## src/rtl/rxf_pkg.sv

```systemverilog
package rxf_pkg;
  typedef struct packed {
    logic brk;
    logic ferr;
    logic perr;
  } rxf_flags_t;
endpackage

```

## src/rtl/rxf_store.sv

```systemverilog
module rxf_store
  import rxf_pkg::*;
#(
  parameter int DATA_W = 8,
  parameter int DEPTH  = 3
) (
  input  logic              clk,
  input  logic              rst_n,
  input  logic              wr_en,
  input  logic [DATA_W-1:0] wr_data,
  input  rxf_flags_t        wr_flags,
  input  logic              rd_en,
  output logic [DATA_W-1:0] head_data,
  output rxf_flags_t        head_flags,
  output logic              full,
  output logic              empty
);
  localparam int PW = (DEPTH > 1) ? $clog2(DEPTH) : 1;
  localparam int CW = $clog2(DEPTH + 1);

  logic [DATA_W-1:0] mem_d [DEPTH];
  rxf_flags_t        mem_f [DEPTH];
  logic [PW-1:0]     wp, rp;
  logic [CW-1:0]     cnt;

  function automatic logic [PW-1:0] step_ptr(input logic [PW-1:0] p);
    return (p == PW'(DEPTH - 1)) ? '0 : p + 1'b1;
  endfunction

  // one write port per slot
  for (genvar i = 0; i < DEPTH; i++) begin : g_slot
    always_ff @(posedge clk) begin
      if (wr_en && wp == PW'(i)) begin
        mem_d[i] <= wr_data;
        mem_f[i] <= wr_flags;
      end
    end
  end

  always_ff @(posedge clk) begin
    if (!rst_n) begin
      wp  <= '0;
      rp  <= '0;
      cnt <= '0;
    end else begin
      if (wr_en) wp <= step_ptr(wp);
      if (rd_en) rp <= step_ptr(rp);
      case ({wr_en, rd_en})
        2'b10:   cnt <= cnt + 1'b1;
        2'b01:   cnt <= cnt - 1'b1;
        default: cnt <= cnt;
      endcase
    end
  end

  assign head_data  = mem_d[rp];
  assign head_flags = mem_f[rp];
  assign full       = (cnt == CW'(DEPTH));
  assign empty      = (cnt == '0);
endmodule

```

## src/rtl/rxf_hold.sv

```systemverilog
module rxf_hold
  import rxf_pkg::*;
#(
  parameter int DATA_W = 8
) (
  input  logic              clk,
  input  logic              rst_n,
  input  logic              in_valid,
  input  logic [DATA_W-1:0] in_data,
  input  rxf_flags_t        in_flags,
  input  logic              q_full,
  input  logic              pop,
  output logic              wr_en,
  output logic [DATA_W-1:0] wr_data,
  output rxf_flags_t        wr_flags,
  output logic              hold_v,
  output logic              ovr_evt
);
  logic [DATA_W-1:0] hold_d, nxt_d;
  rxf_flags_t        hold_f, nxt_f;
  logic              nxt_v, room;

  always_comb begin
    room     = !q_full || pop;
    wr_en    = 1'b0;
    wr_data  = in_data;
    wr_flags = in_flags;
    nxt_v    = hold_v;
    nxt_d    = hold_d;
    nxt_f    = hold_f;
    ovr_evt  = 1'b0;
    if (hold_v) begin
      if (room) begin
        wr_en    = 1'b1;
        wr_data  = hold_d;
        wr_flags = hold_f;
        nxt_v    = in_valid;
        nxt_d    = in_data;
        nxt_f    = in_flags;
      end else if (in_valid) begin
        nxt_d   = in_data;
        nxt_f   = in_flags;
        ovr_evt = 1'b1;
      end
    end else if (in_valid) begin
      if (room) begin
        wr_en = 1'b1;
      end else begin
        nxt_v = 1'b1;
        nxt_d = in_data;
        nxt_f = in_flags;
      end
    end
  end

  always_ff @(posedge clk) begin
    if (!rst_n) begin
      hold_v <= 1'b0;
      hold_d <= '0;
      hold_f <= '0;
    end else begin
      hold_v <= nxt_v;
      hold_d <= nxt_d;
      hold_f <= nxt_f;
    end
  end
endmodule

```

## src/rtl/rxf_errstat.sv

```systemverilog
module rxf_errstat
  import rxf_pkg::*;
(
  input  logic       clk,
  input  logic       rst_n,
  input  logic       blk_mode,
  input  logic       clr_err,
  input  logic       pop,
  input  logic       head_valid,
  input  rxf_flags_t head_flags,
  input  logic       ovr_evt,
  output rxf_flags_t status,
  output logic       overrun
);
  rxf_flags_t acc, head_masked;

  assign head_masked = head_valid ? head_flags : '0;

  always_ff @(posedge clk) begin
    if (!rst_n) begin
      acc     <= '0;
      overrun <= 1'b0;
    end else begin
      if (clr_err)  acc <= '0;
      else if (pop) acc <= acc | head_flags;
      if (ovr_evt)      overrun <= 1'b1;
      else if (clr_err) overrun <= 1'b0;
    end
  end

  assign status = blk_mode ? (acc | head_masked) : head_masked;
endmodule

```

## src/rtl/rx_fifo_status.sv

```systemverilog
module rx_fifo_status
  import rxf_pkg::*;
#(
  parameter int DATA_W = 8,
  parameter int DEPTH  = 3
) (
  input  logic              clk,
  input  logic              rst_n,
  input  logic              in_valid,
  input  logic [DATA_W-1:0] in_data,
  input  logic              in_perr,
  input  logic              in_ferr,
  input  logic              in_brk,
  output logic              out_valid,
  input  logic              out_ready,
  output logic [DATA_W-1:0] out_data,
  output logic              out_perr,
  output logic              out_ferr,
  output logic              out_brk,
  output logic              fifo_full,
  output logic              overrun,
  input  logic              blk_mode,
  input  logic              clr_err,
  output logic              st_perr,
  output logic              st_ferr,
  output logic              st_brk
);
  rxf_flags_t        in_flags, wr_flags, head_flags, status;
  logic [DATA_W-1:0] wr_data;
  logic              wr_en, pop, q_full, q_empty, hold_v, ovr_evt;

  assign in_flags = '{brk: in_brk, ferr: in_ferr, perr: in_perr};
  assign pop      = out_ready && !q_empty;

  rxf_hold #(.DATA_W(DATA_W)) u_hold (
    .clk(clk), .rst_n(rst_n),
    .in_valid(in_valid), .in_data(in_data), .in_flags(in_flags),
    .q_full(q_full), .pop(pop),
    .wr_en(wr_en), .wr_data(wr_data), .wr_flags(wr_flags),
    .hold_v(hold_v), .ovr_evt(ovr_evt)
  );

  rxf_store #(.DATA_W(DATA_W), .DEPTH(DEPTH)) u_store (
    .clk(clk), .rst_n(rst_n),
    .wr_en(wr_en), .wr_data(wr_data), .wr_flags(wr_flags),
    .rd_en(pop),
    .head_data(out_data), .head_flags(head_flags),
    .full(q_full), .empty(q_empty)
  );

  rxf_errstat u_err (
    .clk(clk), .rst_n(rst_n),
    .blk_mode(blk_mode), .clr_err(clr_err), .pop(pop),
    .head_valid(!q_empty), .head_flags(head_flags),
    .ovr_evt(ovr_evt),
    .status(status), .overrun(overrun)
  );

  assign out_valid = !q_empty;
  assign fifo_full = q_full;
  assign out_perr  = head_flags.perr;
  assign out_ferr  = head_flags.ferr;
  assign out_brk   = head_flags.brk;
  assign st_perr   = status.perr;
  assign st_ferr   = status.ferr;
  assign st_brk    = status.brk;
endmodule

```

## config.mk

```make
export PLATFORM = sky130hd
export DESIGN_NAME = rx_fifo_status
export DESIGN_NICKNAME = d
export VERILOG_FILES = /design/src/rtl/rxf_pkg.sv /design/src/rtl/rxf_store.sv /design/src/rtl/rxf_hold.sv /design/src/rtl/rxf_errstat.sv /design/src/rtl/rx_fifo_status.sv
export SDC_FILE = /design/constraint.sdc
export NUM_CORES = 1
export LEC_CHECK = 0
export ABC_AREA = 1
export BUFFER_PORTS_ARGS = -buffer_cell sky130_fd_sc_hd__buf_4
export CAP_MARGIN = 20
export CORE_MARGIN = 2
export CORE_UTILIZATION = 25
export DETAILED_ROUTE_END_ITERATION = 12
export PLACE_DENSITY = 0.38
export SYNTH_ARGS = -nofsm -noshare
export SYNTH_HDL_FRONTEND = slang
export SYNTH_SLANG_ARGS = --single-unit
```

## constraint.sdc

```tcl
create_clock -name clk -period 1.8 [get_ports clk]
set_input_delay 0.18 -clock clk [delete_from_list [all_inputs] [get_ports clk]]
set_output_delay 0.18 -clock clk [all_outputs]
set_load 0.03 [all_outputs]
```

==> metrics.yaml, run 1 <==
cp_slowest_stage_delay_ps: 350
die-height_um: 108.6
cts_root_buf: "clkbuf_8"
vias_per_cell: 4.147
nNetsFinal: 391
track_usage_pct: 12.31
synth.most_common_cell: "nand2_1"
clk_path_buf_depth: 2
cts_sinks: 57
ys_ff_latch: 57
area_growth_syn_to_layout_pct: 24.25
setup_viol: 0
fin_crit_ps: 1683
cts_tree: "done"
drc: 0
fin_setup_tns_ps: 0
fillers: 1190
max_cap_violations: 0
gp_congestion: 0.7368
regArea_um2: 1471
core-area_um2: 10750
cp_data_required_time_ps: 1620
diodes: 0
cp-end-kind: "primary output"
worst_path_max_delay_cell: "dfxtp_1"
finalHoldViolCount: 0
insertion_delay_ps: 340
drtIter0Drc: 120
path_class: "reg2out"
pwr_density_cell_nw_per_um2: 1299
crit-reg2reg-launch: "u_store.cnt[0]"
ys_seq_area_share_pct: 53.80
multiInputGateArea_um2: 992.2
worst_slew_pin_slew_ps: 471.4
grt_pass1_vias: 2119
synth_warnings: 0
routed_wl_um: 6673
synth_top_area_share_pct: 36.23
antenna_found_initial: 0
crit_top_cell: "nand2_1"
rsz0062_at_grt: "no"
io_pins: 34
overflow: 0
synth_nets: 348
slew_viol_final: 0
fin_crit_sh_pct: 93.50
io_buffers: 33
start_util_pct: 25.45
min_from: "in_valid"
status: "complete, no violations"
grt_start_max_net_pins: 36
drive_gt1_share_pct: 22.22
synthFlopType: "edfxtp_1"
syn_area_um2: 2735
reg2reg_slack_ps: 280
hpwl_um: 4576
path_cells: "inv_2, or2_2, and2_1, nand2_1, nand2_1, buf_4"
postSynthCellCount: 330
post-cts-setup-buffers: 0
wl_per_cell_um: 12.88
vias: 2148
synth_edf_count: 33
relSlewSlack_pct: 68.24
ys_async_sr_fraction_pct: 0
path_delay_family: "simple AND/OR/NAND/NOR gates"
h-tree-depth: 3
synth_area_leaders: "edfxtp_1 36%, dfxtp_1 18%, nand2_1 10%"
cp_max_fo: 7
rows: 38
irDropWorstVdd_v: 0.0003826
synth.avg_cell_area_um2: 8.288
grt_pass1_wl_um: 10740
dieArea_um2: 11790
utilization_pct: 31.63
yosysTopAreaCell: "edfxtp_1"
p_leak_nw: 1.515
path_clk_slew_ps: 70
synth_cell_types: 26
netlist_top_cells_count: "76 x nand2_1, 51 x inv_1, 41 x nand3_1, 33 x edfxtp_1, 26 x nor2_1"
max_freq_mhz: 594.2
ant_nets: 0
finClkSkew_ps: 17.44
drtPass1Iterations: 4
holdCritPathClass: "in2reg"
numCtsBuffers: 9
fp.dieW_um: 108.6
crit_arrival_ps: 1500
path_buf_inv: 2
start_kind: "flip-flop"
## timing repair
item	4_1_cts	5_1_grt
resized for setup	0	2
hold buffers	0	0
endpoints found under the setup margin	0	3
## kinds of logic (layout without fill, tap and decap cells)
family | Yosys count | in the layout | synth area share (%)
buf+inv | 66 | 114 | 10.11
xor+xnor | 2 | 2 | 0.6406
simple gates | 155 | 155 | 24.34
flops | 57 | 57 | 53.80
compound gates | 49 | 49 | 10.66
fa+ha+maj | 1 | 1 | 0.4574
## report_power, final
group / switching, mW / leakage, nW / internal (mW)
registers: 0.0754 / 0.503 / 1.53
logic: 1.01 / 0.919 / 0.568
clock network: 0.587 / 0.0921 / 0.648
total: 1.67 / 1.51 / 2.75
## worst paths after layout
check / depth (start not counted) / end
worst max-delay path: 6 / st_ferr
worst min-delay path: 3 / u_hold.hold_v
worst min register to register: 2 / u_err.acc[2]
worst max register to register: 6 / u_store.mem_d[0][1]
## metal layers
metal / vias to the layer above / track usage [%] / wire length (µm)
li1: 1148 / - / -
met3: 7 / 3.677 / 210
met1: 963 / 15.94 / 3298
met4: 0 / 4.304 / 78
met2: 30 / 19.51 / 3084
met5: - / 0 / 0
## flip-flops by register name, summed over array words and instances (netlist names), named ones only
register and flops:
u_store.mem_d 24, u_store.mem_f 9, u_hold.hold_d 8, u_err.acc 3, u_hold.hold_f 3, u_store.cnt 2
u_store.rp 2, u_store.wp 2, u_err.overrun 1, u_hold.hold_v 1
## tightest hold or removal path: stages
cell and delay (ps):
buf_4 90, nand3_1 90, o31ai_1 80
## layout by cell type, fill, tap and decap left out
master,count
nor2_1,26
inv_2,2
o31ai_1,1
nor3_2,1
inv_1,49
or2_2,4
o211a_1,1
and2_1,3
clkinvlp_4,3
nor2_2,2
edfxtp_1,33
nand3_1,41
clkinv_4,2
o21ai_0,13
xor2_1,1
xnor2_1,1
nand3_2,1
inv_6,1
buf_4,46
o22ai_1,1
a21oi_1,23
dfxtp_1,24
clkbuf_8,9
bufinv_16,1
a21oi_2,10
buf_12,1
ha_1,1
nand2_1,76
nand2_2,1
## metrics by stage
step                cells  power [mW]  worst slack [ps]  area, µm²  hold slack, ps
floorplan             330       2.664             147.0       2740           303.0
global placement      502       3.228             339.8       3196           444.4
detailed placement    502       3.230             300.8       3196           449.1
CTS                   518       4.469             55.11       3398           131.7
global route          518       4.701             14.69       3398           135.9
finish                518       4.416             117.0       3398           144.4
## cell type report
class / instances / share of cell area (%)
tap: 140 / 5.155
sequential: 57 / 43.30
multi-input combinational: 207 / 29.20
clock buffer: 9 / 3.645
clock inverter: 7 / 2.320
inverter: 51 / 5.633
timing repair buffer: 47 / 10.75
Power figures use the tool's default switching activity.
==> run 2, diff against run 1 <==
==> constraint.sdc (replaced) <==
create_clock -name clk -period 1.8 [get_ports clk]
set_input_delay 0.54 -clock clk [delete_from_list [all_inputs] [get_ports clk]]
set_output_delay 0.54 -clock clk [all_outputs]
set_load 0.1 [all_outputs]
==> run 2 against run 1 <==
Effect of this change:
- sequential share of layout area shrank 6.6 points
- the flow now finishes with violations (negative setup slack)
- non-clock buffer count is 12 higher
- critical endpoint unchanged
- largest cell class unchanged
- sequential power is 2% higher
- highest routed layer unchanged
==> metrics.yaml, run 2 (synthesis gave the netlist of run 1 again) <==
violations: "negative setup slack"
overflow: 0  # unchanged
finClkSkew_ps: 13.84  # was 17.44 ps
wl_per_cell_um: 12.76  # was 12.88 µm
drtIter0Drc: 61  # was 120
dieArea_um2: 11790  # unchanged
hpwl_um: 4669  # was 4576 µm
clk_path_buf_depth: 2  # unchanged
core-area_um2: 10750  # unchanged
final_area_um2: 4025  # was 3398 µm²
crit_arrival_ps: 1410  # was 1500 ps
cts_tree: "done"  # unchanged
finalHoldViolCount: 0  # unchanged
fillers: 1105  # was 1190
path_clk_slew_ps: 70  # about the same
path_class: "reg2out"  # unchanged
vias_per_cell: 4.213  # was 4.147
nNetsFinal: 403  # was 391
crit_start: "u_store.mem_f[2][1]"
drc: 0  # unchanged
drtPass1Iterations: 4  # unchanged
path_cells: "or2_4, and2_4, nand2_4, nand2_4, buf_12"  # was inv_2, or2_2, and2_1, nand2_1, nand2_1, buf_4
holdCritPathClass: "reg2reg"  # was in2reg
status: "finished with violations"  # was complete, no violations
setup_ws_ps: -145.9  # was 117.0 ps
min_from: "u_err.acc[2]"  # was in_valid
setup_viol: 15  # was 0
top_register: "u_store.mem_d"  # unchanged
insertion_delay_ps: 330  # was 340 ps
numCtsBuffers: 9  # unchanged
h-tree-depth: 3  # unchanged
vias: 2233  # was 2148
cts_root_buf: "clkbuf_8"  # unchanged
fin_setup_tns_ps: -1439  # was 0 ps
relSlewSlack_pct: 59.33  # was 68.24%
slew_viol_final: 0  # unchanged
diodes: 0  # unchanged
die-height_um: 108.6  # unchanged
track_usage_pct: 12.45  # was 12.31%
grt_start_max_net_pins: 36  # unchanged
antenna_found_initial: 0  # unchanged
fp.dieW_um: 108.6  # unchanged
placed_cell_area_um2: 3405  # was 3196 µm²
max_freq_mhz: 513.9  # was 594.2 MHz
path_buf_inv: 1  # was 2
start_kind: "flip-flop"  # unchanged
grt_pass1_vias: 2049  # was 2119
area_growth_syn_to_layout_pct: 47.16  # was 24.25%
worst_path_max_delay_cell: "edfxtp_1"  # was dfxtp_1
fin_crit_sh_pct: 108.1  # was 93.50%
final_common_cell: "nand2_1"  # unchanged
max_cap_violations: 0  # unchanged
rows: 38  # unchanged
grt_pass1_wl_um: 10700  # was 10740 µm
cts_sinks: 57  # unchanged
cp_max_fo: 2  # was 7
crit-reg2reg-launch: "u_store.cnt[0]"  # unchanged
most-common-layout-cells: "62 x nand2_1, 48 x inv_1, 40 x nand3_1"  # was 76 x nand2_1, 49 x inv_1, 46 x buf_4
top_regs: "u_store.mem_d x24, u_store.mem_f x9, u_hold.hold_d x8"  # unchanged
largest_reg_flops: 24  # unchanged
worst_slew_pin_slew_ps: 603.6  # was 471.4 ps
start_util_pct: 25.45  # unchanged
irDropWorstVdd_v: 0.0009285  # was 0.0003826 V
io_buffers: 33  # unchanged
routed_wl_um: 6761  # was 6673 µm
fin_crit_ps: 1946  # was 1683 ps
cp-end-kind: "primary output"  # unchanged
gp_congestion: 0.7184  # was 0.7368
path_delay_family: "simple AND/OR/NAND/NOR gates"  # unchanged
p_leak_nw: 1.730  # was 1.515 nW
cp_data_required_time_ps: 1260  # was 1620 ps
drive_gt1_share_pct: 34.87  # was 22.22%
pwr_density_cell_nw_per_um2: 1661  # was 1299 nW/µm²
io_pins: 34  # unchanged
postCtsHoldBufs: 0  # unchanged
cp_slowest_stage_delay_ps: 380  # was 350 ps
ant_nets: 0  # unchanged
crit_top_cell: "nand2_4"  # was nand2_1
rsz0062_at_grt: "yes"  # was no
run 2: report_power, final:
group	leakage (nW)	total (mW)	switching, mW	internal, mW
Combinational	1.12	3.72	2.35	1.37
Sequential	0.505	1.65	0.110	1.54
Clock	0.106	1.32	0.507	0.810
Total	1.73	6.69	2.97	3.72
run 2: timing repair:
action / CTS / global route
gates resized for setup: 91 / 8
setup endpoints to repair: 16 / 16
setup buffers: 3 / 2
pin swaps: 13 / 6
cloned: 0 / 0
run 2: metrics by stage:
step	power, mW	hold WS, ps	setup slack [ps]	std cells	utilization (%)
after floorplan	3.970	427.9	-187.8	330	-
after global placement	4.557	439.6	35.64	510	31.68
after detailed placement	4.560	444.4	25.16	510	31.68
after CTS	6.696	454.7	-170.6	529	36.97
after global routing	6.981	474.0	-216.8	530	37.46
final	6.686	454.0	-145.9	530	37.46
run 2: per-layer routing:
layer	share of wire, %	GRT usage (%)	vias up
met2	47	19.64	29
met5	0	0	-
met1	49	16.20	1022
met3	2.8	3.496	7
li1	-	-	1175
met4	1.2	4.670	0
run 2: final cells by class:
class	instances	area, µm²	share of cell area (%)
Sequential cell	57	1479	36.74
Clock buffer	12	145.1	3.606
Multi-Input combinational cell	207	1294	32.14
Clock inverter	4	67.56	1.679
Tap cell	140	175.2	4.352
Timing Repair Buffer	59	664.4	16.51
Inverter	51	200.2	4.974
run 2: path summary, 6_finish.rpt:
path / end / slack, ps / depth (start not counted)
worst max-delay path: st_ferr / -150 / 5
worst min-delay path: u_err.acc[2] / 450 / 2
worst max register to register: u_store.mem_d[1][4] / 290 / 6
worst min register to register: u_err.acc[2] / 450 / 2
run 2: worst register-to-register path: cells and delay by family, from the launching register on:
kind / cells / cell delay (ps)
DFF: 1 / 410
AOI/OAI and AO/OA: 1 / 230
and+or+nand+nor: 4 / 390
buffers and inverters: 1 / 160
==> run 3, diff against run 2 <==
--- a/config.mk
+++ b/config.mk
@@ -9,9 +9,9 @@
 export BUFFER_PORTS_ARGS = -buffer_cell sky130_fd_sc_hd__buf_4
 export CAP_MARGIN = 20
 export CORE_MARGIN = 2
-export CORE_UTILIZATION = 25
+export CORE_UTILIZATION = 52
 export DETAILED_ROUTE_END_ITERATION = 12
-export PLACE_DENSITY = 0.38
+export PLACE_DENSITY = 0.72
 export SYNTH_ARGS = -nofsm -noshare
 export SYNTH_HDL_FRONTEND = slang
 export SYNTH_SLANG_ARGS = --single-unit
==> run 3 against run 2 <==
Effect of this change:
- the run still ends with negative setup slack left
- die area is 50% lower
- via count up 3.9%
- combinational power hardly changed
- first-iteration DRC count up 80%
- sequential power hardly changed
- cell area is 4.2% lower
- clock-buffer cell count decreased by 2
- total power down 0.17%
- wire length decreased by 0.84%
- clock power about the same
- sequential share of layout area grew 1.7 points
==> metrics.yaml, run 3 (synthesis gave the netlist of run 1 again) <==
pwr-share-clk_pct: 19.4  # was 19.7%
violations: "negative setup slack"  # unchanged
hpwl_um: 4031  # was 4669 µm
status: "finished with violations"  # unchanged
drtPass1Iterations: 4  # unchanged
setup_ws_ps: -167.1  # was -145.9 ps
drtIter0Drc: 110  # was 61
utilization_pct: 75.48  # was 37.46%
path_clk_slew_ps: 70  # about the same
drc: 0  # unchanged
top_regs: "u_store.mem_d x24, u_store.mem_f x9, u_hold.hold_d x8"  # unchanged
rows: 26  # was 38
finClkSkew_ps: 9.134  # was 13.84 ps
vias_per_cell: 5.131  # was 4.213
grt_pass1_vias: 2269  # was 2049
grt_pass1_wl_um: 11150  # was 10700 µm
die-height_um: 76.53  # was 108.6 µm
area_growth_syn_to_layout_pct: 40.94  # was 47.16%
dieArea_um2: 5856  # was 11790 µm²
sequentialPowerShare_pct: 25.0  # was 24.7%
postCtsHoldBufs: 0  # unchanged
internal_power_mw: 3.666  # was 3.721 mW
relSlewSlack_pct: 64.79  # was 59.33%
io_pins: 34  # unchanged
cts_sinks: 57  # unchanged
setup_viol: 15  # unchanged
track_usage_pct: 24.78  # was 12.45%
max_cap_violations: 0  # unchanged
diodes: 0  # unchanged
cts_tree: "done"  # unchanged
fillers: 346  # was 1105
start_kind: "flip-flop"  # unchanged
r2r_cells: 9  # was 6
multiInputGateArea_um2: 1265  # was 1294 µm²
overflow: 0  # unchanged
power_switching_mw: 3.009  # was 2.965 mW
cp-end-kind: "primary output"  # unchanged
io_buffers: 33  # unchanged
slew_viol_final: 0  # unchanged
met2_length_um: 3451  # was 3187 µm
wl_per_cell_um: 14.83  # was 12.76 µm
pwr_density_cell_nw_per_um2: 1731  # was 1661 nW/µm²
fin_crit_ps: 1967  # was 1946 ps
ant_nets: 0  # unchanged
most-common-layout-cells: "61 x nand2_1, 48 x inv_1, 39 x nand3_1"  # was 62 x nand2_1, 48 x inv_1, 40 x nand3_1
finalNonFillerCells: 452  # was 530
numCtsBuffers: 9  # unchanged
cts_root_buf: "clkbuf_8"  # unchanged
top_layer: "met4"  # unchanged
clk_path_buf_depth: 2  # unchanged
rsz0062_at_grt: "yes"  # unchanged
irDropWorstVdd_v: 0.001387  # was 0.0009285 V
comb_power_share_pct: 55.6  # about the same
max_freq_mhz: 508.4  # was 513.9 MHz
core-area_um2: 5107  # was 10750 µm²
largest_reg_flops: 24  # unchanged
power_switching_share_pct: 45.08  # was 44.35%
antenna_found_initial: 0  # unchanged
holdCritPathClass: "reg2reg"  # unchanged
min_path_cells: 2  # unchanged
met1Wirelength_um: 2961  # was 3300 µm
start_util_pct: 53.55  # was 25.45%
insertion_delay_ps: 330  # about the same
vias: 2319  # was 2233
cp_max_fo: 8  # was 2
path_class: "reg2out"  # unchanged
crit_arrival_ps: 1430  # was 1410 ps
finalHoldViolCount: 0  # unchanged
grt_start_max_net_pins: 36  # unchanged
p_leak_nw: 1.690  # was 1.730 nW
cp_data_required_time_ps: 1260  # about the same
final_common_cell: "nand2_1"  # unchanged
top_register: "u_store.mem_d"  # unchanged
worst_slew_pin_slew_ps: 522.7  # was 603.6 ps
routed_wl_um: 6704  # was 6761 µm
gp_congestion: 0.7901  # was 0.7184
place_inst: 432  # was 510
wl_met3_um: 258  # was 191 µm
h-tree-depth: 3  # unchanged
drive_gt1_share_pct: 34.03  # was 34.87%
nNetsFinal: 395  # was 403
regArea_um2: 1481  # was 1479 µm²
fin_crit_sh_pct: 109.3  # was 108.1%
fp.dieW_um: 76.53  # was 108.6 µm
-- run 3: cell count changes in the layout (fill, tap and decap cells not counted), moves of 2 or more --
cell      change
clkinv_1      -2
nand2_2       +2
buf_4         -5
a21oi_2       +2
nor2_2        -2
buf_6         -5
a21oi_4       -3
nor2_1        +2
buf_12        +2
clkinv_2      +3
-- run 3: metal layers --
metal,up-vias,global-route usage [%]
li1,1161,-
met1,1096,32.74
met2,56,40.27
met3,6,4.384
met4,0,10.55
met5,-,0
-- run 3: through the flow --
stage	power [mW]	hold slack (ps)	cell area [µm²]	setup WS, ps	setup TNS, ps
after floorplan	3.970	427.9	2900	-187.8	-466.7
after global routing	6.908	493.2	3855	-215.6	-2197
final	6.674	464.7	3855	-167.1	-1602
after global placement	4.464	438.2	3269	45.39	0
after CTS	6.510	457.6	3789	-163.0	-1633
after detailed placement	4.501	447.3	3269	34.75	0
-- run 3: final cells by class --
type / instances / area share [%]
multi-input combinational: 207 / 32.81
clock buffer: 10 / 3.311
tap: 70 / 2.272
sequential: 57 / 38.43
timing repair buffer: 51 / 15.84
inverter: 51 / 5.193
clock inverter: 6 / 2.142
-- run 3: final timing paths --
| check | to | start | slack (ps) |
|---|---|---|---|
| worst max-delay path | st_ferr | flip-flop | -170 |
| worst min-delay path | u_err.acc[2] | u_err.acc[2] | 460 |
| worst max register to register | u_store.cnt[1] | u_store.cnt[0] | 320 |
| worst min register to register | u_err.acc[2] | u_err.acc[2] | 460 |
-- run 3: worst max-delay path, stage by stage, from the launching register on --
cell and delay, ps:
dfxtp_2 350, inv_4 60, or2_4 230, and2_4 180, nand2_4 60, nand2_4 50
buf_12 160
-- run 3: power by group through the flow --
stage               Sequential [mW]  Combinational, mW  Clock (mW)
floorplan                      1.63               2.34           0
global placement               1.65               2.82           0
detailed placement             1.65               2.85           0
CTS                            1.65               3.55        1.30
global route                   1.68               3.87        1.35
finish                         1.67               3.71        1.30
-- run 3: what timing repair did --
item                                    4_1_cts  5_1_grt
gates resized for setup                      79       13
pin swaps                                    10        5
buffers inserted                              2        2
endpoints found under the setup margin       16       15
